File: src/rtl/gpio_irq_port.sv
module gpio_irq_port #(
  parameter int AW = 5
) (
  input  logic          clk,
  input  logic          rst_n,
  input  logic [AW-1:0] reg_addr,
  input  logic          reg_we,
  input  logic [31:0]   reg_wdata,
  output logic [31:0]   reg_rdata,
  input  logic [31:0]   pad_in,
  output logic [31:0]   pad_out,
  output logic [31:0]   pad_oe,
  output logic          irq
);
  localparam int NP   = 32;
  localparam int HALF = NP / 2;
  localparam logic [2:0] W_DATA = 3'd0, W_DIR = 3'd1, W_SLO = 3'd2,
                         W_SHI = 3'd3, W_MASK = 3'd4, W_STAT = 3'd5;

  logic [NP-1:0] out_q, dir_q, mask_q, stat_q;
  logic [31:0]   slo_q, shi_q;
  logic [NP-1:0] sy1, sy2, sy3;
  logic [NP-1:0] ev, clr;
  logic [2:0]    widx;
  logic          in_range;

  assign widx     = reg_addr[4:2];
  assign in_range = (reg_addr >> 5) == '0;
  assign clr      = (reg_we && in_range && widx == W_STAT) ? reg_wdata : '0;

  always_ff @(posedge clk or negedge rst_n) begin
    if (!rst_n) begin
      out_q  <= '0;
      dir_q  <= '0;
      slo_q  <= '0;
      shi_q  <= '0;
      mask_q <= '0;
    end else if (reg_we && in_range) begin
      case (widx)
        W_DATA: out_q  <= reg_wdata;
        W_DIR:  dir_q  <= reg_wdata;
        W_SLO:  slo_q  <= reg_wdata;
        W_SHI:  shi_q  <= reg_wdata;
        W_MASK: mask_q <= reg_wdata;
        default: ;
      endcase
    end
  end

  always_ff @(posedge clk or negedge rst_n) begin
    if (!rst_n) begin
      sy1 <= '0;
      sy2 <= '0;
      sy3 <= '0;
    end else begin
      sy1 <= pad_in;
      sy2 <= sy1;
      sy3 <= sy2;
    end
  end

  for (genvar n = 0; n < NP; n++) begin : g_pin
    logic [1:0] sns;
    logic       hit;
    if (n < HALF) begin : g_lo
      assign sns = slo_q[2*n +: 2];
    end else begin : g_hi
      assign sns = shi_q[2*(n-HALF) +: 2];
    end
    always_comb begin
      case (sns)
        2'b00:   hit = ~sy2[n];
        2'b01:   hit = sy2[n];
        2'b10:   hit = sy2[n] & ~sy3[n];
        default: hit = ~sy2[n] & sy3[n];
      endcase
    end
    assign ev[n] = hit & ~dir_q[n];
  end

  always_ff @(posedge clk or negedge rst_n) begin
    if (!rst_n) stat_q <= '0;
    else        stat_q <= (stat_q & ~clr) | ev;
  end

  always_comb begin
    reg_rdata = '0;
    if (in_range) begin
      case (widx)
        W_DATA: reg_rdata = (dir_q & out_q) | (~dir_q & sy2);
        W_DIR:  reg_rdata = dir_q;
        W_SLO:  reg_rdata = slo_q;
        W_SHI:  reg_rdata = shi_q;
        W_MASK: reg_rdata = mask_q;
        W_STAT: reg_rdata = stat_q;
        default: reg_rdata = '0;
      endcase
    end
  end

  assign pad_out = out_q;
  assign pad_oe  = dir_q;
  assign irq     = |(stat_q & mask_q);

  p_oe_follows_r2: assert property (@(posedge clk) disable iff (!rst_n)
    (reg_we && in_range && widx == W_DIR) |=> pad_oe == $past(reg_wdata));

  p_stat_hold_r4: assert property (@(posedge clk) disable iff (!rst_n)
    1'b1 |=> ((($past(stat_q) & ~$past(clr)) & ~stat_q) == '0));

  p_w1c_r7: assert property (@(posedge clk) disable iff (!rst_n)
    (|clr && ev == '0) |=> ((stat_q & $past(clr)) == '0));

  p_irq_needs_mask_r8: assert property (@(posedge clk) disable iff (!rst_n)
    irq |-> (mask_q != '0 && stat_q != '0));

  p_output_quiet_r10: assert property (@(posedge clk) disable iff (!rst_n)
    1'b1 |=> (((stat_q & ~$past(stat_q)) & $past(dir_q)) == '0));

  p_event_wins_r9: assert property (@(posedge clk) disable iff (!rst_n)
    (ev != '0) |=> ((stat_q & $past(ev)) == $past(ev)));
endmodule

File: config.mk
export PLATFORM = sky130hd
export DESIGN_NAME = gpio_irq_port
export DESIGN_NICKNAME = d
export VERILOG_FILES = /design/src/rtl/gpio_irq_port.sv
export SDC_FILE = /design/constraint.sdc
export NUM_CORES = 1
export LEC_CHECK = 0
export ABC_CLOCK_PERIOD_IN_PS = 1300
export BUFFER_PORTS_ARGS = -buffer_cell sky130_fd_sc_hd__buf_2
export CAP_MARGIN = 20
export CORE_MARGIN = 4
export CORE_UTILIZATION = 35
export DETAILED_ROUTE_END_ITERATION = 10
export GPL_TIMING_DRIVEN = 0
export SLEW_MARGIN = 20
export SYNTH_ARGS = -nofsm -noshare
export SYNTH_HDL_FRONTEND = slang
export SYNTH_SLANG_ARGS = --single-unit
File: constraint.sdc
create_clock -name clk -period 1.3 [get_ports clk]
set_clock_uncertainty 0.05 [all_clocks]
set_input_delay 0.065 -clock clk [delete_from_list [all_inputs] [get_ports clk]]
set_output_delay 0.065 -clock clk [all_outputs]
set_load 0.03 [all_outputs]
==> flow_metrics.tcl <==
set metrics [dict create \
    crit_type "reg2out" \
    max_freq_mhz 445 \
    layout-drive-gt1-share_pct 40.7 \
    fin_total_pwr_mw 30.0 \
    fp.dieW_um 200 \
    clk_latency_ns 0.56 \
    route.detailed.drc 0 \
    fin_tns_setup_ns -21.15 \
    ios 169 \
    drt_wl_total_mm 44.3 \
    leakage_nw 8.02 \
    power_density_mw_per_mm2 1640 \
    dpl.hpwl_mm 29.6 \
    min_path_cells 5 \
    min_period_ns 2.25 \
    grt_pass1_vias 10261 \
    htree_levels 1 \
    critPathArrivalTime_ns 2.13 \
    start_kind "flop" \
    overflow 0 \
    dr.pass1.iters 4 \
    synth_warnings 0 \
    slew_violations 0 \
    cts.sinks 288 \
    ys_seq_elements 288 \
    ys_seq_area_share_pct 55.9 \
    synthesis.area_mm2 0.0129 \
    status "finished, violations left" \
    vias_per_cell 5.38 \
    n_fill_cell 3208 \
    violations "setup timing" \
    placed_area_mm2 0.0145 \
    setup_ws_ns -0.949 \
    synth.area.top_cells "dfrtp_1, mux2_1, a22oi_1" \
    setup_violations 79 \
    end_kind "output port" \
    start_util_pct 35.3 \
    grt_max_degree 100 \
    synth_edf_count 0 \
    route.detailed.wl_per_inst_um 24.0 \
    fp-row-count 70 \
    tritoncts "yes" \
    hold_violations 0 \
    port_buffers 165 \
    avgSynthCellArea_um2 12.9 \
    syn_inst 997 \
    yosysMostFrequentCell "dfrtp_1" \
    drt_iter0_markers 607 \
    nets 1428 \
    async_reset_ff_share_pct 100 \
    grt_antenna_before_repair 0 \
    grt_pass1_wl_mm 65.3 \
    ys_types 45 \
    ys_dominant_reg_cell "dfrtp_1" \
    max_cap_viol_count 0 \
    max_slew_margin_pct 64.5 \
    hold_path.class "in2reg" \
    max-vdd-ir-drop_uv 1270 \
    die_h_um 200 \
    fp.coreArea_mm2 0.0365 \
    ant_nets 0 \
    synthToLayoutAreaGrowth_pct 42.1 \
    fin_area_mm2 0.0183 \
    synth_top_area_cell "dfrtp_1" \
    fin_util_pct 50.2 \
    rsz0062_at_grt "true" \
    hold-worst-slack_ns 0.0277 \
    fin_crit_sh_pct 173 \
    die_area_mm2 0.0400 \
    cts_made_buffers 31 \
    root_buffer "clkbuf_16" \
    cts.path.max_buffers 3 \
    netlist.area_leader.share_pct 55.9 \
    cp_max_fo 3 \
    tightest_slew_ns 0.533 \
    clk_pin_slew_ns 0.06 \
    cp.required_ns 1.19 \
    place_congestion 0.869 \
    grt.total_usage_pct 21.7 \
    r2r_cells 5 \
    vias 9948 \
    synthTopCellsByCount "dfrtp_1, mux2_1, a22oi_1, inv_1, o21ai_1" \
    synth_nets 1069 \
]
## worst max-delay path, stage by stage (launching register included)
cell and delay (ns):
dfrtp_1 0.42, a22oi_1 0.24, nand4_1 0.14, or4_4 0.60, buf_6 0.17
## placed cells by master (no fill, tap or decap), types with 14 or more instances in the layout
cell           count
dfrtp_2           45
a22oi_2           30
dfrtp_1          243
clkbuf_16         31
o21ai_1           36
o31ai_1           20
mux2_1           141
buf_6            132
a22oi_1           23
mux2i_1           18
o211ai_1          16
mux2_4            53
o21bai_1          14
xnor2_1           14
nor2_1            31
nor2b_1           16
buf_2             80
a31oi_1           14
or3b_1            15
inv_1             45
buf_4             71
dlygate4sd3_1     68
nand3b_1          17
nand2_1           17
## sequential cells by signal, summed over array words and instances, names as in the netlist
name,cells
pad_oe,32
sy2,32
slo_q,32
pad_out,32
shi_q,32
sy1,32
mask_q,32
sy3,32
stat_q,32
## through the flow
stage / std cells / setup slack [ns]
after floorplan: 997 / -0.0906
after global placement: 1630 / -6.01
after detailed placement: 1633 / -0.878
after CTS: 1822 / -0.910
after global routing: 1847 / -0.971
final: 1848 / -0.949
## routing by layer
metal	vias up	global-route usage, %	routed length [µm]
li1	4412	-	-
met3	82	4.35	2780
met2	352	34.6	20800
met5	-	0	0
met1	5102	30.1	19300
met4	0	6.84	1410
## final timing paths
kind	startpoint	slack, ns	endpoint
worst max-delay path	mask_q[23]	-0.95	irq
worst min-delay path	reg_we	0.03	stat_q[31]
worst max register to register	sy2[12]	-0.16	stat_q[12]
worst min register to register	sy1[24]	0.29	sy2[24]
max in group asynchronous	rst_n	0.26	pad_oe[8]
min in group asynchronous	rst_n	0.06	sy2[14]
## layout make-up
cell class / count / area [µm²] / share of cell area [%]
sequential: 288 / 7260 / 39.6
multi-input combinational: 617 / 5860 / 32.0
timing repair buffer: 326 / 2950 / 16.1
clock buffer: 46 / 942 / 5.14
tap: 468 / 586 / 3.19
buffer: 46 / 373 / 2.03
clock inverter: 10 / 178 / 0.969
inverter: 46 / 173 / 0.942
antenna: 1 / 2.50 / 0.0137
## kinds of logic after synthesis
family,share of synthesized area (%)
DFF,55.9
and+or+nand+nor,7.76
buffers and inverters,3.73
muxes,19.6
xor gates and xnor gates,1.02
AOI/OAI and AO/OA,12.0
## report_power, final
group / internal (mW) / switching (mW)
Combinational: 4.25 / 4.09
Sequential: 10.4 / 1.71
Clock: 5.95 / 3.62
Total: 20.6 / 9.42
## timing repair
item | 4_1_cts | 5_1_grt
hold buffers | 68 | 0
hold endpoints to repair | 418 | 0
setup endpoints to repair | 87 | 161
buffers inserted | 66 | 37
resized for setup | 280 | 119
pin swaps | 62 | 38
(Power assumes the default switching activity.)
